File: config.mk
export PLATFORM = sky130hd
export DESIGN_NAME = evcnt_channel
export DESIGN_NICKNAME = d
export VERILOG_FILES = /design/src/rtl/evcnt_pkg.sv /design/src/rtl/evcnt_sync.sv /design/src/rtl/evcnt_edge_decode.sv /design/src/rtl/evcnt_core.sv /design/src/rtl/evcnt_channel.sv
export SDC_FILE = /design/constraint.sdc
export NUM_CORES = 1
export LEC_CHECK = 0
export ABC_AREA = 1
export CAP_MARGIN = 10
export CORE_MARGIN = 10
export CORE_UTILIZATION = 50
export CTS_CLUSTER_DIAMETER = 100
export DETAILED_ROUTE_END_ITERATION = 10
export HOLD_SLACK_MARGIN = 0.05
export PLACE_DENSITY = 0.72
export RECOVER_POWER = 50
export SLEW_MARGIN = 20
export SYNTH_ARGS = -nofsm -noshare
export SYNTH_HDL_FRONTEND = slang
export SYNTH_HIERARCHICAL = 1
export SYNTH_SLANG_ARGS = --single-unit
File: constraint.sdc
create_clock -name clk -period 5.85 [get_ports clk]
set_clock_uncertainty 0.05 [all_clocks]
set_input_delay 1.17 -clock clk [delete_from_list [all_inputs] [get_ports clk]]
set_output_delay 1.17 -clock clk [all_outputs]
set_load 0.05 [all_outputs]
File: src/rtl/evcnt_pkg.sv
// Shared constants and types for the edge-counting timer channel.
// Assumes: register addresses and bit positions below are the software contract.
package evcnt_pkg;

    localparam int MODE_W    = 8;
    localparam int CTRL_W    = 3;

    // Register addresses on the write port
    localparam logic [1:0] ADDR_MODE   = 2'd0;
    localparam logic [1:0] ADDR_RELOAD = 2'd1;
    localparam logic [1:0] ADDR_CTRL   = 2'd2;

    // Mode register fields
    localparam logic [1:0] OPM_EVENT = 2'b01;
    localparam int POL_BIT   = 3;
    localparam int DSRC_BIT  = 4;
    localparam int FREE_BIT  = 6;
    localparam int X4_BIT    = 7;

    // Control register fields
    localparam int RUN_BIT   = 0;
    localparam int SWUP_BIT  = 1;
    localparam int QUAD_BIT  = 2;

    // Decoded configuration handed to the edge decoder
    typedef struct packed {
        logic rise_pol;
        logic pin_dir;
        logic quad;
        logic x4;
        logic sw_up;
    } dec_cfg_t;

endpackage

File: src/rtl/evcnt_sync.sv
// Multi-stage synchronizer for asynchronous input pins.
// Assumes: inputs are level signals; STAGES >= 2; outputs reset low.
module evcnt_sync #(
    parameter int W      = 2,
    parameter int STAGES = 2
) (
    input  logic         clk,
    input  logic         rst_n,
    input  logic [W-1:0] d,
    output logic [W-1:0] q
);

    logic [W-1:0] chain [STAGES];

    generate
        for (genvar i = 0; i < STAGES; i++) begin : g_stage
            if (i == 0) begin : g_first
                // First flop samples the raw pin
                always_ff @(posedge clk) begin
                    if (!rst_n) chain[0] <= '0;
                    else        chain[0] <= d;
                end
            end else begin : g_next
                // Later flops settle metastability
                always_ff @(posedge clk) begin
                    if (!rst_n) chain[i] <= '0;
                    else        chain[i] <= chain[i-1];
                end
            end
        end
    endgenerate

    assign q = chain[STAGES-1];

endmodule

File: src/rtl/evcnt_edge_decode.sv
// Turns synchronized pin levels into a count request and a direction.
// Assumes: inputs already synchronized; at most one step per clock is produced.
module evcnt_edge_decode
    import evcnt_pkg::*;
(
    input  logic     clk,
    input  logic     rst_n,
    input  logic     a_s,
    input  logic     b_s,
    input  dec_cfg_t cfg,
    output logic     step,
    output logic     up
);

    logic a_q, b_q;
    logic a_rise, a_fall, a_chg, b_chg;

    // Keep previous samples for edge detection
    always_ff @(posedge clk) begin
        if (!rst_n) begin
            a_q <= 1'b0;
            b_q <= 1'b0;
        end else begin
            a_q <= a_s;
            b_q <= b_s;
        end
    end

    assign a_rise = a_s & ~a_q;
    assign a_fall = ~a_s & a_q;
    assign a_chg  = a_s ^ a_q;
    assign b_chg  = b_s ^ b_q;

    // Select step and direction per operating variant
    always_comb begin
        if (!cfg.quad) begin
            step = cfg.rise_pol ? a_rise : a_fall;
            up   = cfg.pin_dir ? b_s : cfg.sw_up;
        end else if (!cfg.x4) begin
            step = a_rise;
            up   = ~b_s;
        end else begin
            step = a_chg ^ b_chg;
            up   = a_chg ? (a_s ^ b_s) : ~(a_s ^ b_s);
        end
    end

endmodule

File: src/rtl/evcnt_core.sv
// Counter with boundary detection, reload or roll-over, and direct load.
// Assumes: load and en are not meaningful together; load wins.
module evcnt_core #(
    parameter int CNT_W = 16
) (
    input  logic             clk,
    input  logic             rst_n,
    input  logic             en,
    input  logic             up,
    input  logic             free_run,
    input  logic             load,
    input  logic [CNT_W-1:0] load_val,
    input  logic [CNT_W-1:0] reload_val,
    output logic [CNT_W-1:0] cnt,
    output logic             wrap
);

    localparam logic [CNT_W-1:0] TOP = '1;
    localparam logic [CNT_W-1:0] BOT = '0;

    // Advance, wrap or load the count; pulse on a boundary step
    always_ff @(posedge clk) begin
        if (!rst_n) begin
            cnt  <= BOT;
            wrap <= 1'b0;
        end else begin
            wrap <= 1'b0;
            if (load) begin
                cnt <= load_val;
            end else if (en) begin
                if (up) begin
                    if (cnt == TOP) begin
                        wrap <= 1'b1;
                        cnt  <= free_run ? BOT : reload_val;
                    end else begin
                        cnt <= cnt + 1'b1;
                    end
                end else begin
                    if (cnt == BOT) begin
                        wrap <= 1'b1;
                        cnt  <= free_run ? TOP : reload_val;
                    end else begin
                        cnt <= cnt - 1'b1;
                    end
                end
            end
        end
    end

endmodule

File: src/rtl/evcnt_channel.sv
// Edge-counting timer channel: register port, pin synchronizer, edge
// decoder and counter. Assumes single-cycle write strobes.
module evcnt_channel
    import evcnt_pkg::*;
#(
    parameter int CNT_W       = 16,
    parameter int SYNC_STAGES = 2
) (
    input  logic             clk,
    input  logic             rst_n,
    input  logic             wr_en,
    input  logic [1:0]       wr_addr,
    input  logic [CNT_W-1:0] wr_data,
    input  logic             evt_in,
    input  logic             dir_in,
    output logic [CNT_W-1:0] cnt_o,
    output logic             wrap_o
);

    logic [MODE_W-1:0] mode_q;
    logic [CTRL_W-1:0] ctrl_q;
    logic [CNT_W-1:0]  reload_q;
    logic [1:0]        pins_s;
    logic              step, up, active, load;
    dec_cfg_t          cfg;

    // Register writes
    always_ff @(posedge clk) begin
        if (!rst_n) begin
            mode_q   <= '0;
            ctrl_q   <= '0;
            reload_q <= '0;
        end else if (wr_en) begin
            case (wr_addr)
                ADDR_MODE:   mode_q   <= wr_data[MODE_W-1:0];
                ADDR_RELOAD: reload_q <= wr_data;
                ADDR_CTRL:   ctrl_q   <= wr_data[CTRL_W-1:0];
                default:     ;
            endcase
        end
    end

    // Configuration seen by the decoder
    always_comb begin
        cfg.rise_pol = mode_q[POL_BIT];
        cfg.pin_dir  = mode_q[DSRC_BIT];
        cfg.quad     = ctrl_q[QUAD_BIT];
        cfg.x4       = mode_q[X4_BIT];
        cfg.sw_up    = ctrl_q[SWUP_BIT];
    end

    assign active = ctrl_q[RUN_BIT] && (mode_q[1:0] == OPM_EVENT);
    assign load   = wr_en && (wr_addr == ADDR_RELOAD) && !ctrl_q[RUN_BIT];

    evcnt_sync #(.W(2), .STAGES(SYNC_STAGES)) u_sync (
        .clk   (clk),
        .rst_n (rst_n),
        .d     ({dir_in, evt_in}),
        .q     (pins_s)
    );

    evcnt_edge_decode u_dec (
        .clk   (clk),
        .rst_n (rst_n),
        .a_s   (pins_s[0]),
        .b_s   (pins_s[1]),
        .cfg   (cfg),
        .step  (step),
        .up    (up)
    );

    evcnt_core #(.CNT_W(CNT_W)) u_core (
        .clk        (clk),
        .rst_n      (rst_n),
        .en         (step && active),
        .up         (up),
        .free_run   (mode_q[FREE_BIT]),
        .load       (load),
        .load_val   (wr_data),
        .reload_val (reload_q),
        .cnt        (cnt_o),
        .wrap       (wrap_o)
    );

endmodule

==> qor.txt, run 1 <==
Cells after DPL - 672
DRC violations left - 0
Status - completed
Top post-synthesis cells by area - dfxtp_1 28%, nand2_1 16%, nor2_1 9.3%
Layout cells sized above 1 - 6.667%
Clk buf depth - 2
Max-slew headroom - 1.882%
First-pass GRT wire length - 16950 µm
Leak Pwr - 1.834 nW
Metal-1 WL - 4677 µm
Row count - 30
Total wire length - 10580 µm
Final Wtd Congestion - 0.9726
Number of synthesized flops with an enable pin - 0
Number of global-route vias before repair - 3452
Crit. End Element - flip-flop
CP Max Fanout - 34
Leading area contributor after synthesis - dfxtp_1
Max VDD drop - 0.0001528 V
Startpoint types - input port
Clk sink count - 48
Setup TNS - 0 ns
Post-detailed-placement half-perimeter wirelength - 8071 µm
Non-Filler Instances - 680
Vias per inst - 5.451
Reg-to-reg startpoint - u_sync/chain[1][0]
Mapped Cells - 574
Die Area - 0.01067 mm²
Vias - 3707
Synthesis-stage register bit count - 48
PwrDens - 225.3 mW/mm²
Chip height - 103.3 µm
Starting Density - 51.37%
DR top layer - met4
P&R area growth vs syn - 14.85%
Ys flop type - dfxtp_1
Hold Crit Class - reg -> reg
Worst EP arrival - 4.44 ns
Final hold vios - 0
Wire per inst - 15.55 µm
CORE AREA - 0.006756 mm²
Final net count - 627
Critical path type - in -> reg
Critical Path Start - rst_n
Hold-fix buffers, CTS - 0
I/O Pins - 40
Initial antenna violation count - 0
Post-synthesis net count - 602
Met3 Wirelength - 674 µm
Setup bufs post-CTS - 0
TritonCTS clock tree - done
Post-synth top area share - 27.69%
Chip width - 103.3 µm
Asr flop ratio synth - 0%
CTS resizes - 0
Crit share post-route - 72.63%
CTS H-tree lvls - 2
Most common cell in the netlist - nand2_1
CTS Buf Count - 5
Final setup fails - 0
Post-synthesis average cell area - 6.047 µm²
Quantity of I/O buffers inserted on ports - 39
Max Cap Viol - 0
Seq/Total Area, Yosys - 27.69%
Detail Route met2 WL - 4950 µm
Fmax - 235.4 MHz
Ant. Diodes - 0
Synthesized area - 0.003471 mm²
Gr usage total - 20.10%
Yosys cell types - 35
YS warnings - 6
Pins Over Slew Limit - 0
Worst path required time - 6.04 ns
First-pass DRT Iterations - 5
Grt ovf - 0
Routed Antenna Nets - 0
Clock Latency Late Sink - 0.31 ns
Hold Crit Start - u_sync/chain[0][0]
Reg clk slew, reported paths - 0.10 ns
Slew @ Worst Pin - 1.472 ns
Clk root buf - clkbuf_8
RSZ-0062 raised after global routing - no
Largest net degree at the start of global routing - 35
DRT iter0 DRCs - 267
Top cells by count, synth - 146 x nand2_1, 86 x nor2_1, 70 x inv_1
Final min period - 4.249 ns
## report_power, final
part           internal [W]  leakage (nW)  switching (W)  total [W]
sequential         0.000341         0.392      0.0000194   0.000361
clock              0.000172        0.0687       0.000122   0.000294
combinational     0.0000847          1.37       0.000159   0.000244
## registers in the layout, summed over array words and instances (netlist names)
| name | cells |
|---|---|
| u_core/cnt | 16 |
| ctrl_q | 3 |
| u_dec/a_q | 1 |
| u_sync/chain | 4 |
| reload_q | 16 |
| mode_q | 6 |
| u_core/wrap | 1 |
| u_dec/b_q | 1 |
## logic make-up after synthesis
| group | count (synthesis) | share of synthesized area [%] |
|---|---|---|
| compound gates | 63 | 10.45 |
| xor+xnor | 15 | 3.785 |
| fa+ha+maj | 5 | 1.802 |
| buf+inv | 103 | 12.29 |
| flops | 48 | 27.69 |
| simple gates | 340 | 43.98 |
## worst max-delay path, stage by stage
cell and delay, ns:
dlygate4sd3_1 0.52, clkbuf_1 1.07, inv_1 0.70, nor2_1 0.47, inv_1 0.16, a21oi_1 0.16
o211ai_1 0.10, o21ai_1 0.08
## cells in the final DEF, fill, tap and decap left out, types with 2 or more instances in the layout
master | Yosys | routed
o211ai_1 | 5 | 5
clkdlybuf4s50_1 | 0 | 34
inv_1 | 70 | 70
clkbuf_8 | 0 | 5
a22oi_1 | 11 | 11
ha_1 | 5 | 5
nand2_1 | 146 | 146
xor2_1 | 13 | 13
dlygate4sd3_1 | 0 | 5
dfxtp_1 | 48 | 48
nor2_4 | 6 | 6
o21ai_0 | 15 | 15
nor2_1 | 86 | 85
nand3_1 | 59 | 59
a21oi_1 | 23 | 23
nor3_1 | 8 | 8
inv_2 | 9 | 9
xnor2_1 | 2 | 2
o21ai_1 | 6 | 6
nor2_2 | 7 | 8
nand2_2 | 3 | 3
nand4_1 | 17 | 17
bufinv_16 | 0 | 2
nand3_2 | 2 | 2
## layer usage
layer | vias to the layer above | GRT usage, %
met5 | - | 0
met4 | 0 | 8.556
met3 | 23 | 3.654
met2 | 138 | 33.20
met1 | 1673 | 25.06
li1 | 1873 | -
## stage by stage
stage               total power, W  worst slack [ns]  hold slack, ns  cell area (µm²)  utilization, %
floorplan                0.0005347             3.169          0.3356             3471               -
global placement         0.0006055             1.786          0.3395             3850           56.98
detailed placement       0.0006077             1.625          0.3443             3850           56.98
CTS                      0.0009035             1.944          0.3643             3988           59.02
global route             0.0009454             1.383          0.3768             3986           59.00
finish                   0.0008982             1.601          0.3610             3986           59.00
## cell type report
class / count / area, µm²
clock buffers: 5 / 68.82
fillers: 689 / 2770
clock inverters: 3 / 68.82
flip-flops and latches: 48 / 960.9
multi-input cells: 423 / 2086
well taps: 80 / 100.1
repair buffers: 41 / 401.6
inverters: 80 / 300.3
## final timing paths
kind	to	slack (ns)	cells after the start
setup / recovery	u_core/cnt[10]	1.60	8
hold / removal	u_sync/chain[1][0]	0.36	2
setup reg to reg	u_core/cnt[2]	2.65	13
hold reg to reg	u_sync/chain[1][0]	0.36	2
(Power assumes the default switching activity.)
==> run 2, diff against run 1 <==
--- a/config.mk
+++ b/config.mk
@@ -12,7 +12,7 @@
 export CTS_CLUSTER_DIAMETER = 100
 export DETAILED_ROUTE_END_ITERATION = 10
 export HOLD_SLACK_MARGIN = 0.05
-export PLACE_DENSITY = 0.72
+export PLACE_DENSITY = 0.75
 export RECOVER_POWER = 50
 export SLEW_MARGIN = 20
 export SYNTH_ARGS = -nofsm -noshare
==> constraint.sdc (replaced) <==
create_clock -name clk -period 3.7 [get_ports clk]
set_clock_uncertainty 0.05 [all_clocks]
set_input_delay 0.74 -clock clk [delete_from_list [all_inputs] [get_ports clk]]
set_output_delay 0.74 -clock clk [all_outputs]
set_load 0.05 [all_outputs]
==> run 2 against run 1 <==
The flow now finishes with violations (capacitance limit, slew limit). Via count rose by 2.9%. Largest cell class unchanged. Highest routed layer unchanged. Total power up 45%. First-iteration DRC count up 7.9%. Global-route usage grew 0.091 points. Critical path depth is 9 higher. Clock power grew 17%. Core utilization is 0.31 points lower. Register-to-register slack lost 1.7 ns. Sequential cell count stayed put.
==> qor.txt, run 2 (synthesis results as in run 1) <==
Pins Over Slew Limit - 34 (was 0)
TritonCTS clock tree - done (unchanged)
Final Wtd Congestion - 0.9707 (was 0.9726)
Slew @ Worst Pin - 1.526 ns (was 1.472 ns)
Leak Pwr - 1.819 nW (was 1.834 nW)
First-pass GRT wire length - 17260 µm (was 16950 µm)
PwrDens - 328.9 mW/mm² (was 225.3 mW/mm²)
Startpoint types - flip-flop (was input port)
Grt ovf - 0 (unchanged)
I/O Pins - 40 (unchanged)
Met3 Wirelength - 734 µm (was 674 µm)
Vias - 3815 (was 3707)
Total wire length - 10580 µm (about the same)
Commonest cells after routing, fill and taps aside - 146 x nand2_1, 86 x nor2_1, 70 x inv_1, 59 x nand3_1, 48 x dfxtp_1 (was 146 x nand2_1, 85 x nor2_1, 70 x inv_1, 59 x nand3_1, 48 x dfxtp_1)
RSZ-0062 raised after global routing - no (unchanged)
Max Cap Viol - 1 (was 0)
CTS Buf Count - 5 (unchanged)
Max VDD drop - 0.0002358 V (was 0.0001528 V)
Chip height - 103.3 µm (unchanged)
Detail Route met2 WL - 4881 µm (was 4950 µm)
Final setup fails - 0 (unchanged)
Vias per inst - 5.586 (was 5.451)
Failing checks - capacitance limit, slew limit
Setup ws final - 0.9020 ns (was 1.601 ns)
Final min period - 2.798 ns
CORE AREA - 0.006756 mm² (unchanged)
Clk sink count - 48 (unchanged)
FILL cells - 711 (was 689)
Hold Crit Class - reg -> reg (unchanged)
Setup bufs post-CTS - 0 (unchanged)
Status - complete, but fails checks (was completed)
DR top layer - met4 (unchanged)
Fmax - 357.4 MHz
CP Max Fanout - 4 (was 34)
Critical path type - reg -> reg (was in -> reg)
DRT iter0 DRCs - 288 (was 267)
Crit share post-route - 75.62%
Initial antenna violation count - 0 (unchanged)
P&R area growth vs syn - 14.24% (was 14.85%)
First-pass DRT Iterations - 5 (unchanged)
CTS resizes - 0 (unchanged)
Worst slack at placement - 0.7213 ns (was 1.625 ns)
Final net count - 630 (was 627)
Row count - 30 (unchanged)
Worst EP arrival - 2.99 ns (was 4.44 ns)
Hold-fix buffers, CTS - 0 (unchanged)
Quantity of I/O buffers inserted on ports - 39 (unchanged)
Reg clk slew, reported paths - 0.10 ns (about the same)
Starting Density - 51.37% (unchanged)
Chip width - 103.3 µm (unchanged)
Metal-1 WL - 4743 µm (was 4677 µm)
Number of global-route vias before repair - 3560 (was 3452)
Max-slew headroom - -1.709% (was 1.882%)
Largest net degree at the start of global routing - 34 (was 35)
Ant. Diodes - 0 (unchanged)
Gr usage total - 20.19% (was 20.10%)
Die Area - 0.01067 mm² (unchanged)
Most common cell after layout, fill and taps aside - nand2_1 (unchanged)
DRC violations left - 0 (unchanged)
Wire per inst - 15.49 µm (was 15.55 µm)
Routed Antenna Nets - 0 (unchanged)
CTS H-tree lvls - 2 (unchanged)
Clock Latency Late Sink - 0.31 ns (about the same)
Post-detailed-placement half-perimeter wirelength - 7820 µm (was 8071 µm)
Crit. End Element - flip-flop (unchanged)
Final hold vios - 0 (unchanged)
Worst path required time - 3.90 ns (was 6.04 ns)
Clk root buf - clkbuf_8 (unchanged)
Setup TNS - 0 ns (unchanged)
Top flop regs - reload_q (16), u_core/cnt (16), mode_q (6) (unchanged)
Clk buf depth - 2 (unchanged)
Layout cells sized above 1 - 6.965% (was 6.667%)
-- run 2: cell count changes in the layout (fill, tap and decap cells not counted), moves of 2 or more --
cell             change
buf_4                +3
bufinv_16            -2
clkdlybuf4s50_1      +3
dlygate4sd3_1        -3
-- run 2: layer usage --
layer | vias up | global-route usage (%)
met4 | 0 | 8.449
met5 | - | 0
met1 | 1750 | 26.32
met2 | 160 | 32.57
li1 | 1888 | -
met3 | 17 | 2.857
-- run 2: final timing paths --
check,from,end,slack [ns],depth (start not counted)
worst max-delay path,u_sync/chain[1][0],u_core/cnt[10],0.90,17
worst min register to register,u_sync/chain[0][0],u_sync/chain[1][0],0.37,2
worst min-delay path,u_sync/chain[0][0],u_sync/chain[1][0],0.37,2
worst max register to register,u_sync/chain[1][0],u_core/cnt[10],0.90,17
-- run 2: cell type report --
| cell class | instances | area [µm²] | area share (%) |
|---|---|---|---|
| clock buffers | 6 | 82.58 | 2.083 |
| clock inverters | 2 | 13.76 | 0.3471 |
| inverters | 80 | 300.3 | 7.573 |
| multi-input cells | 423 | 2083 | 52.54 |
| flip-flops and latches | 48 | 960.9 | 24.23 |
| well taps | 80 | 100.1 | 2.524 |
| repair buffers | 44 | 424.2 | 10.70 |
-- run 2: worst max-delay path, cell delays in order, from the launching register on --
cell and delay [ns]:
dfxtp_1 0.39, inv_1 0.07, ha_1 0.33, inv_1 0.10, nand2_2 0.06, nand2_1 0.05
nand2_1 0.05, nand3_1 0.07, nand2_1 0.05, nand2_1 0.09, nand2_1 0.06, nor3_1 0.35
nand2_1 0.22, nor2_1 0.31, inv_1 0.15, a21oi_1 0.16, o211ai_1 0.10, o21ai_1 0.08
-- run 2: per-stage QoR --
stage	util, %	total power, W	area (µm²)	hold WS, ns	std cells
after global routing	58.69	0.001381	3965	0.3783	683
after global placement	57.31	0.0009601	3872	0.3403	675
after CTS	58.74	0.001304	3969	0.3672	683
after detailed placement	57.31	0.0009627	3872	0.3515	675
final	58.69	0.001304	3965	0.3657	683
after floorplan	-	0.0008455	3471	0.3356	574
-- run 2: where the power goes --
part | leakage (nW) | switching [W] | internal [W] | total (W)
clock | 0.0516 | 0.000191 | 0.000153 | 0.000344
combinational | 1.38 | 0.000252 | 0.000137 | 0.000389
sequential | 0.392 | 0.0000312 | 0.000540 | 0.000571
